$ cat src/rtl/sb_pkg.sv
package sb_pkg;
  typedef enum logic {FENCE_MEM = 1'b0, FENCE_EXT = 1'b1} fence_kind_e;
  typedef enum logic {FS_IDLE = 1'b0, FS_WAIT = 1'b1} fence_state_e;
  localparam int NUM_LANES = 2;
  localparam int LANE_RAM  = 0;
  localparam int LANE_EXT  = 1;
endpackage

$ cat src/rtl/sb_lane.sv
module sb_lane #(
  parameter int DEPTH = 8,
  parameter int AW    = 16,
  parameter int DW    = 32
) (
  input  logic                         clk,
  input  logic                         rst_n,
  input  logic                         push,
  input  logic [AW-1:0]                push_addr,
  input  logic [DW-1:0]                push_data,
  output logic                         out_valid,
  input  logic                         out_ready,
  output logic [AW-1:0]                out_addr,
  output logic [DW-1:0]                out_data,
  output logic [$clog2(DEPTH+1)-1:0]   count,
  input  logic [AW-1:0]                look_addr,
  output logic                         look_hit,
  output logic [DW-1:0]                look_data
);
  localparam int PW = $clog2(DEPTH);
  localparam int CW = $clog2(DEPTH+1);
  localparam logic [CW-1:0] DEPTH_V = CW'(DEPTH);

  logic [AW-1:0] addr_q [DEPTH];
  logic [DW-1:0] data_q [DEPTH];
  logic [PW-1:0] wr_ptr, rd_ptr;
  logic [CW-1:0] cnt_q;
  logic          pop;

  assign out_valid = (cnt_q != '0);
  assign out_addr  = addr_q[rd_ptr];
  assign out_data  = data_q[rd_ptr];
  assign pop       = out_valid && out_ready;
  assign count     = cnt_q;

  always_ff @(posedge clk) begin
    if (push) begin
      addr_q[wr_ptr] <= push_addr;
      data_q[wr_ptr] <= push_data;
    end
  end

  always_ff @(posedge clk) begin
    if (!rst_n) begin
      wr_ptr <= '0;
      rd_ptr <= '0;
      cnt_q  <= '0;
    end else begin
      if (push) wr_ptr <= wr_ptr + 1'b1;
      if (pop)  rd_ptr <= rd_ptr + 1'b1;
      case ({push, pop})
        2'b10:   cnt_q <= cnt_q + 1'b1;
        2'b01:   cnt_q <= cnt_q - 1'b1;
        default: cnt_q <= cnt_q;
      endcase
    end
  end

  // Walk oldest to youngest so the youngest match wins.
  always_comb begin
    look_hit  = 1'b0;
    look_data = '0;
    for (int i = 0; i < DEPTH; i++) begin
      logic [PW-1:0] idx;
      idx = rd_ptr + PW'(i);
      if ((CW'(i) < cnt_q) && (addr_q[idx] == look_addr)) begin
        look_hit  = 1'b1;
        look_data = data_q[idx];
      end
    end
  end

  assert_push_room_R1: assert property (@(posedge clk) disable iff (!rst_n)
    push |-> (cnt_q < DEPTH_V));

  assert_count_step_R1: assert property (@(posedge clk) disable iff (!rst_n)
    (push && !pop) |=> (cnt_q == $past(cnt_q) + 1'b1));

  assert_hold_R4: assert property (@(posedge clk) disable iff (!rst_n)
    (out_valid && !out_ready) |=> (out_valid && $stable(out_addr) && $stable(out_data)));
endmodule

$ cat src/rtl/sb_resp_track.sv
module sb_resp_track #(
  parameter int MAX_OUT = 4
) (
  input  logic clk,
  input  logic rst_n,
  input  logic issue,
  input  logic resp,
  output logic at_limit,
  output logic none_out
);
  localparam int CW = $clog2(MAX_OUT+1);
  localparam logic [CW-1:0] MAX_V = CW'(MAX_OUT);

  logic [CW-1:0] cnt_q;

  assign at_limit = (cnt_q == MAX_V);
  assign none_out = (cnt_q == '0);

  always_ff @(posedge clk) begin
    if (!rst_n) cnt_q <= '0;
    else begin
      case ({issue, resp})
        2'b10:   cnt_q <= cnt_q + 1'b1;
        2'b01:   cnt_q <= (cnt_q == '0) ? cnt_q : cnt_q - 1'b1;
        default: cnt_q <= cnt_q;
      endcase
    end
  end

  assert_limit_R11: assert property (@(posedge clk) disable iff (!rst_n)
    issue |-> (cnt_q < MAX_V));
endmodule

$ cat src/rtl/sb_fence_ctl.sv
module sb_fence_ctl
  import sb_pkg::*;
(
  input  logic clk,
  input  logic rst_n,
  input  logic req,
  input  logic kind_ext,
  input  logic buf_empty,
  input  logic resp_idle,
  output logic busy,
  output logic done
);
  fence_state_e state_q;
  fence_kind_e  kind_q;
  logic         met_now, met_wait;

  assign met_now  = buf_empty && (!kind_ext || resp_idle);
  assign met_wait = buf_empty && ((kind_q == FENCE_MEM) || resp_idle);
  assign busy     = (state_q == FS_WAIT);

  always_ff @(posedge clk) begin
    if (!rst_n) begin
      state_q <= FS_IDLE;
      kind_q  <= FENCE_MEM;
      done    <= 1'b0;
    end else begin
      done <= 1'b0;
      case (state_q)
        FS_IDLE: if (req) begin
          kind_q <= kind_ext ? FENCE_EXT : FENCE_MEM;
          if (met_now) done <= 1'b1;
          else         state_q <= FS_WAIT;
        end
        FS_WAIT: if (met_wait) begin
          done    <= 1'b1;
          state_q <= FS_IDLE;
        end
        default: state_q <= FS_IDLE;
      endcase
    end
  end

  assert_done_empty_R7: assert property (@(posedge clk) disable iff (!rst_n)
    done |-> buf_empty);

  assert_done_resp_R8: assert property (@(posedge clk) disable iff (!rst_n)
    (done && (kind_q == FENCE_EXT)) |-> resp_idle);
endmodule

$ cat src/rtl/store_drain_buffer.sv
module store_drain_buffer
  import sb_pkg::*;
#(
  parameter int DEPTH   = 8,
  parameter int AW      = 16,
  parameter int DW      = 32,
  parameter int MAX_OUT = 4
) (
  input  logic          clk,
  input  logic          rst_n,
  input  logic          st_valid,
  output logic          st_ready,
  input  logic [AW-1:0] st_addr,
  input  logic [DW-1:0] st_data,
  input  logic [AW-1:0] ld_addr,
  output logic          ld_hit,
  output logic [DW-1:0] ld_data,
  output logic          ram_valid,
  input  logic          ram_ready,
  output logic [AW-1:0] ram_addr,
  output logic [DW-1:0] ram_data,
  output logic          ext_valid,
  input  logic          ext_ready,
  output logic [AW-1:0] ext_addr,
  output logic [DW-1:0] ext_data,
  input  logic          ext_bresp,
  input  logic          fence_req,
  input  logic          fence_ext,
  output logic          fence_busy,
  output logic          fence_done
);
  localparam int CW = $clog2(DEPTH+1);
  localparam logic [CW:0] DEPTH_V = (CW+1)'(DEPTH);

  logic          lane_push  [NUM_LANES];
  logic          lane_ovld  [NUM_LANES];
  logic          lane_ordy  [NUM_LANES];
  logic [AW-1:0] lane_oaddr [NUM_LANES];
  logic [DW-1:0] lane_odata [NUM_LANES];
  logic [CW-1:0] lane_cnt   [NUM_LANES];
  logic          lane_hit   [NUM_LANES];
  logic [DW-1:0] lane_ldata [NUM_LANES];

  logic          accept, to_ext, at_limit, none_out, ext_issue, buf_empty;
  logic [CW:0]   total;

  assign to_ext    = st_addr[AW-1];
  assign total     = {1'b0, lane_cnt[LANE_RAM]} + {1'b0, lane_cnt[LANE_EXT]};
  assign buf_empty = (total == '0);
  assign st_ready  = (total < DEPTH_V) && !fence_busy && !fence_req;
  assign accept    = st_valid && st_ready;

  assign lane_push[LANE_RAM] = accept && !to_ext;
  assign lane_push[LANE_EXT] = accept && to_ext;
  assign lane_ordy[LANE_RAM] = ram_ready;
  assign lane_ordy[LANE_EXT] = ext_ready && !at_limit;

  generate
    for (genvar g = 0; g < NUM_LANES; g++) begin : g_lane
      sb_lane #(.DEPTH(DEPTH), .AW(AW), .DW(DW)) u_lane (
        .clk       (clk),
        .rst_n     (rst_n),
        .push      (lane_push[g]),
        .push_addr (st_addr),
        .push_data (st_data),
        .out_valid (lane_ovld[g]),
        .out_ready (lane_ordy[g]),
        .out_addr  (lane_oaddr[g]),
        .out_data  (lane_odata[g]),
        .count     (lane_cnt[g]),
        .look_addr (ld_addr),
        .look_hit  (lane_hit[g]),
        .look_data (lane_ldata[g])
      );
    end
  endgenerate

  assign ram_valid = lane_ovld[LANE_RAM];
  assign ram_addr  = lane_oaddr[LANE_RAM];
  assign ram_data  = lane_odata[LANE_RAM];

  assign ext_valid = lane_ovld[LANE_EXT] && !at_limit;
  assign ext_addr  = lane_oaddr[LANE_EXT];
  assign ext_data  = lane_odata[LANE_EXT];
  assign ext_issue = ext_valid && ext_ready;

  assign ld_hit  = ld_addr[AW-1] ? lane_hit[LANE_EXT]   : lane_hit[LANE_RAM];
  assign ld_data = ld_addr[AW-1] ? lane_ldata[LANE_EXT] : lane_ldata[LANE_RAM];

  sb_resp_track #(.MAX_OUT(MAX_OUT)) u_resp (
    .clk      (clk),
    .rst_n    (rst_n),
    .issue    (ext_issue),
    .resp     (ext_bresp),
    .at_limit (at_limit),
    .none_out (none_out)
  );

  sb_fence_ctl u_fence (
    .clk       (clk),
    .rst_n     (rst_n),
    .req       (fence_req),
    .kind_ext  (fence_ext),
    .buf_empty (buf_empty),
    .resp_idle (none_out),
    .busy      (fence_busy),
    .done      (fence_done)
  );

  assert_target_R3: assert property (@(posedge clk) disable iff (!rst_n)
    (ram_valid |-> !ram_addr[AW-1]) and (ext_valid |-> ext_addr[AW-1]));
endmodule

$ cat config.mk
export PLATFORM = sky130hd
export DESIGN_NAME = store_drain_buffer
export DESIGN_NICKNAME = d
export VERILOG_FILES = /design/src/rtl/sb_pkg.sv /design/src/rtl/sb_lane.sv /design/src/rtl/sb_resp_track.sv /design/src/rtl/sb_fence_ctl.sv /design/src/rtl/store_drain_buffer.sv
export SDC_FILE = /design/constraint.sdc
export NUM_CORES = 2
export LEC_CHECK = 0
export ABC_AREA = 1
export BUFFER_PORTS_ARGS = -buffer_cell sky130_fd_sc_hd__buf_4
export CAP_MARGIN = 20
export CELL_PAD_IN_SITES_DETAIL_PLACEMENT = 1
export CELL_PAD_IN_SITES_GLOBAL_PLACEMENT = 1
export CORE_ASPECT_RATIO = 1.5
export CORE_MARGIN = 2
export CORE_UTILIZATION = 40
export DETAILED_ROUTE_END_ITERATION = 12
export PLACE_DENSITY_LB_ADDON = 0.05
export SLEW_MARGIN = 20
export SYNTH_ARGS = -nofsm -noshare
export SYNTH_HDL_FRONTEND = slang
export SYNTH_SLANG_ARGS = --single-unit
$ cat constraint.sdc
create_clock -name clk -period 10.4 [get_ports clk]
set_input_delay 1.04 -clock clk [delete_from_list [all_inputs] [get_ports clk]]
set_output_delay 1.04 -clock clk [all_outputs]
set_load 0.02 [all_outputs]
# Word-level counts from Yosys, hierarchy flattened
# Memories as Yosys holds them, arrays and structs flattened. A register that Yosys moved wholly into a read port is not among the register bits.
# Cells that the tools add are included.
# op_classes
n_reduce_logical	44
addsub	23
order_cmp	17
eq_ne	24
bitwise_logic	2
n_mux	59
# op_table
cell	count
$mux 32	17
$eq 16x16->1	16
$lt 3x4->1 const A	8
$logic_and 1x1->1	28
$mux 1	28
$mux 3	9
$add 3x3->3 const B	8
$lt 1x4->1 const A	4
$lt 2x4->1 const A	4
$pmux 4 s2	2
$add 3x1->3 const B	5
$add 3x2->3 const B	4
$add 4x1->4 const B	2
$reduce_bool 4->1	2
$sub 4x1->4 const B	2
$eq 2x1->1 const B	3
$eq 2x2->1 const B	3
$pmux 3 s2	1
$reduce_bool 2->1	3
$add 4x4->5	1
$logic_not 1->1	5
$logic_not 5->1	1
$lt 5x4->1 const B	1
$pmux 1 s2	2
7 further kinds	10
# word_totals
output_inout_bits	134
in_bits	72
n_memories	4
word_cells	183
ff_bits	26
ram_bits	768
# memory_table
name	words	width	read_ports	rd_ports_with_merged_regs	write_ports	line_no	rtl
g_lane[0].u_lane.data_q	8	32	8	1	1	sb_lane.sv:25	logic [DW-1:0] data_q [DEPTH];
g_lane[1].u_lane.data_q	8	32	8	1	1	sb_lane.sv:25	
g_lane[0].u_lane.addr_q	8	16	8	1	1	sb_lane.sv:24	logic [AW-1:0] addr_q [DEPTH];
g_lane[1].u_lane.addr_q	8	16	8	1	1	sb_lane.sv:24	

# Depth between registers and ports, before layout
# An unclocked memory read counts as a cell.
# logic_depth
depth_word	12
ltp_mapped	32
ltp_nobuf	24

# Hierarchy
# From an unflattened synthesis, not the netlist that was laid out.
# hier_totals
cells_unflattened	10132
area_unflattened_um2	67041.8
# by_module_without_submodules
mod	area_per_inst_um2	seq_area_each_um2	n_inst	cells_each
sb_lane (g_lane[0].u_lane)	33066.7	11791.3	1	5047
sb_lane (g_lane[1].u_lane)	32860.3	11791.3	1	4960
store_drain_buffer	742.0	0.0	1	68
sb_resp_track	226.5	60.1	1	37
sb_fence_ctl	146.4	60.1	1	20

# Least setup slack after synthesis
# Ideal clock, no wire load.
# synth_timing
kind	register to register
from	register g_lane[0].u_lane.cnt_q[0]
to	memory g_lane[1].u_lane.addr_q[1][0], enable pin
path_stages_with_launch	16
slack_ps	4297
t_arrival_ps	5589
setup_time_ps	513
path_buffers	0
synth_period_minus_slack_ps	6103
t_required_ps	9887
path_cell_list	dfxtp_1 -> ha_1 -> inv_1 -> fa_1 -> nand2_1 -> nor2_1 -> nor2_1 -> nor4_1 -> inv_1 -> nor3_1 -> nand2_1 -> nor2_1 -> inv_1 -> nor2_1 -> inv_1 -> nor3_1
# synth_between
elab_chain_cells	8
# synth_lines
item	line_no	rtl
from (decl)	sb_lane.sv:27	logic [CW-1:0] cnt_q;
from (signal assigned)	sb_lane.sv:52	2'b10: cnt_q <= cnt_q + 1'b1;
from (signal assigned)	sb_lane.sv:53	2'b01: cnt_q <= cnt_q - 1'b1;
from (signal assigned)	sb_lane.sv:54	default: cnt_q <= cnt_q;
$add 4x4->5	store_drain_buffer.sv:48	assign total = {1'b0, lane_cnt[LANE_RAM]} + {1'b0, lane_cnt[LANE_EXT]};
$lt 5x4->1	store_drain_buffer.sv:50	assign st_ready = (total < DEPTH_V) && !fence_busy && !fence_req;
$logic_and 1x1->1 (2 in a row)	store_drain_buffer.sv:50	
via st_ready	store_drain_buffer.sv:12	output logic st_ready,
$logic_and 1x1->1	store_drain_buffer.sv:51	assign accept = st_valid && st_ready;
$logic_and 1x1->1	store_drain_buffer.sv:54	assign lane_push[LANE_EXT] = accept && to_ext;
$mux 1	sb_lane.sv:37	if (push) begin
$mux 1 (implied by the code)	sb_lane.sv:38	addr_q[wr_ptr] <= push_addr;
to (decl)	sb_lane.sv:24	
# The timed path passes the listed nets, and every way through them passes these cells.

# Worst setup path in the final report
# layout_timing
from	register g_lane[0].u_lane.rd_ptr[0]
to	output port ld_data[18]
# layout_between
elab_chain_cells	12
word_cells_on_any_way	31
classes_between	add/sub: 7; eq/ne: 7; mux: 8; reduce/logical: 7; memory: 2
# layout_lines
item	line_no	rtl
from (decl)	sb_lane.sv:26	logic [PW-1:0] wr_ptr, rd_ptr;
from (signal assigned)	sb_lane.sv:50	if (pop) rd_ptr <= rd_ptr + 1'b1;
$add 3x1->3	sb_lane.sv:65	idx = rd_ptr + PW'(i);
$mem_v2 8x16	--	
$eq 16x16->1	sb_lane.sv:66	if ((CW'(i) < cnt_q) && (addr_q[idx] == look_addr)) begin
$logic_and 1x1->1	sb_lane.sv:66	
$mux 32 (6 in a row)	sb_lane.sv:66	
$mux 32 (*)	sb_lane.sv:66	
$mux 32 (*)	store_drain_buffer.sv:88	assign ld_data = ld_addr[AW-1] ? lane_ldata[LANE_EXT] : lane_ldata[LANE_RAM];
to (decl)	store_drain_buffer.sv:17	output logic [DW-1:0] ld_data,
# Mark *: on every way between the ends. The rest lies on a longest branch, timed or not.

==> metrics.txt <==
initial antenna violation count=8; Worst R2R Start=g_lane[1].u_lane.count[1]$_SDFFE_PN0P_; Max VDD drop=433 uV; Hold Fails Final Rpt=0; pre-CTS setup slack=2.79 ns; clk slew on worst S/H paths=0.06 ns; Synth async-reset ratio=0; switch share=0.580; CP Max Fanout=129; static leakage=31.5 nW; clock group share of total power=0.146; FF-to-FF setup slack=6.18 ns; PwrDens=337 nW/um^2; I/O Buffers=205; share of cells above drive strength 1=0.0600; Least-Margin Pin Slew=1.12 ns; Seq pwr share=0.163; Synth top area share=0.350; number of CTS-inserted buffers=90; fin crit period=8.51 ns; Die X=335 um; Setup Total Neg Slack=0 ns; fmax=117 MHz; Routed WL=327000 um; Setup Buffers After CTS=0; final net count=10.1k; Avg WL per Cell=26.8 um; fin util=0.437; DIE HEIGHT=501 um; final period utilization=0.818; I/O Pins=206; P&R area growth vs syn=8.48%; largest net degree at the start of global routing=179; filler cell count=21.5k; Area contributors post-synth=edfxtp_1, nand2_1, o21ai_0; crit path launch type=flop; synthesized cell area=65900 um^2; cell taking the most area after synthesis=edfxtp_1; Comb pwr share=0.691; Int Power=10.1 mW; WP data required=9.36 ns; CTS Root Cell=clkbuf_16; Vias/cell=6.04; worst hold slack=0.503 ns; status=completed; r2r worst-path depth=16; die area=168000 um^2; GP Congestion=1.02; syn nets=10.4k; Top FF cell, synth=edfxtp_1; initial DRC count=5910; Seq/Total Area, Yosys=0.360; Final Setup Violations=0; CTS resizes=0; most frequent cells in the layout=nand2_1, o21ai_0, nor2_1, nand3_1, edfxtp_1; flops & latches, synth=800; Syn. warnings=0; core box area=164000 um^2; slew margin rel.=0.252; overall routing resource usage=0.379; syn avg cell area=6.39 um^2; number of enable flip-flop cells after synthesis=768; non-filler cells, final=12.2k; CP endpoint kind=primary output; max-slew violations=0; RSZ-0062 raised after global routing=no; TritonCTS Sinks=800; switching power=14.0 mW; RR Endpoint=g_lane[0].u_lane.data_q[5][1]$_DFFE_PP_; final setup margin=1.89 ns; Skew-Pair Late Insertion Delay=0.76 ns; row cnt=182; clock buffer depth=3; H-tree depth=3; Cells after DPL=12.0k; crit path DAT=7.47 ns; crit path launch=g_lane[0].u_lane.rd_ptr[0]$_SDFFE_PN0P_; post-DP HPWL=216000 um; Synth Instances=10.3k; HP Class=flop to flop; drt drc=0; CTS Hold Bufs=0; vias in the first global route=73.1k; GR Overflow Total=0; Clock Skew=0.0256 ns; first-pass GRT wire length=473000 um; drt pass-1 iters=5; Initial Utilization=0.403; most common cell after layout, fill and taps aside=nand2_1; crit path to=ld_data[18]; Cell variety after synth=49; via count=73.7k; max_cap viols=0; CTS tree=yes; Setup CP Type=flop to primary output; Antenna Violating Nets Remaining=0
[per-layer routing]
layer,global-route usage,share of wire
met1,0.439,0.38
met2,0.651,0.48
met3,0.0474,0.060
met4,0.256,0.076
met5,0,0.00012
[power groups by stage]
stage	sequential (mW)	combinational [mW]	clock, mW
after floorplan	3.73	10.9	0
after CTS	3.90	16.3	3.55
after global placement	3.97	15.9	0
final	3.92	16.6	3.52
after global routing	3.93	18.0	3.65
after detailed placement	3.97	16.3	0
[stage by stage]
step	power, mW	area (um^2)
floorplan	14.7	65900
detailed placement	20.2	68400
CTS	23.8	71500
finish	24.1	71500
global route	25.6	71500
global placement	19.9	68400
[synth_stat cells, types with 4 or more instances]
library cell     n
a211oi_1         6
a21o_1           4
a21oi_1        335
a31oi_1         96
and2_1          31
buf_1           96
buf_2          229
buf_4           12
buf_6            4
clkbuf_1       385
clkinv_1        10
dfxtp_1         32
edfxtp_1       768
ha_1            18
inv_1          770
inv_2           19
mux2i_1        129
nand2_1       3334
nand3_1        840
nand4_1         15
nor2_1        1288
nor2_2           6
nor3_1          76
nor3_2          30
nor4_1           8
o2111ai_1       68
o211ai_1        55
o21a_1           6
o21ai_0       1482
o21ai_1         30
o22ai_1         32
o2bb2ai_1        9
or2_2            9
xor2_1          52
[critical path: stages, from the launching register on]
cell	delay, ns
dfxtp_4	0.76
inv_8	0.39
ha_4	0.57
inv_6	0.63
buf_4	0.65
nand3_1	0.20
nand3_1	0.13
nand2_1	0.09
xor2_1	0.14
nor3_1	0.32
nand3_1	0.17
nor2_4	0.81
buf_4	0.55
o21ai_0	0.16
nand2_1	0.09
nand2_1	0.05
nand2_1	0.09
nand2_1	0.27
nand2_1	0.22
buf_4	0.16
[how the worst min path moves through the flow]
stage,start,to,slack [ns],depth (start not counted)
floorplan,u_fence.kind_q$_SDFFE_PN0P_,u_fence.kind_q$_SDFFE_PN0P_,0.45,2
global placement,u_fence.kind_q$_SDFFE_PN0P_,u_fence.kind_q$_SDFFE_PN0P_,0.48,2
detailed placement,u_fence.kind_q$_SDFFE_PN0P_,u_fence.kind_q$_SDFFE_PN0P_,0.49,2
CTS,u_resp.cnt_q[2]$_SDFFE_PN0P_,u_resp.cnt_q[2]$_SDFFE_PN0P_,0.50,2
global route,u_resp.cnt_q[2]$_SDFFE_PN0P_,u_resp.cnt_q[2]$_SDFFE_PN0P_,0.53,2
finish,u_resp.cnt_q[2]$_SDFFE_PN0P_,u_resp.cnt_q[2]$_SDFFE_PN0P_,0.50,2
[flip-flops by register name, summed over array words and instances (netlist names), named ones only]
name and count:
u_resp.cnt_q 3, g_lane.u_lane.rd_ptr 6, u_fence.kind_q 1, g_lane.u_lane.addr_q 256
g_lane.u_lane.data_q 512, u_fence.done 1, g_lane.u_lane.count 8, u_fence.busy 1
g_lane.u_lane.wr_ptr 6
[cells by family after synthesis]
group | after synthesis | synth area share
AND/OR/NAND/NOR | 5647 | 0.345
buffers and inverters | 1525 | 0.0923
multiplexers | 129 | 0.0196
adder cells (fa/ha/maj) | 20 | 0.00402
AO/OA/AOI/OAI | 2132 | 0.172
flip-flops | 800 | 0.360
XOR/XNOR | 54 | 0.00740
[layout make-up]
cell class                      count  area, um^2  share of cell area
Antenna cell                        2        5.00           0.0000700
Clock buffer                      110        2390              0.0334
Clock inverter                     58         719              0.0101
Inverter                          799        3050              0.0427
Multi-Input combinational cell   7982       36400               0.509
Sequential cell                   800       23700               0.332
Tap cell                         2116        2650              0.0370
Timing Repair Buffer              338        2550              0.0357
Power figures use the tool's default switching activity.
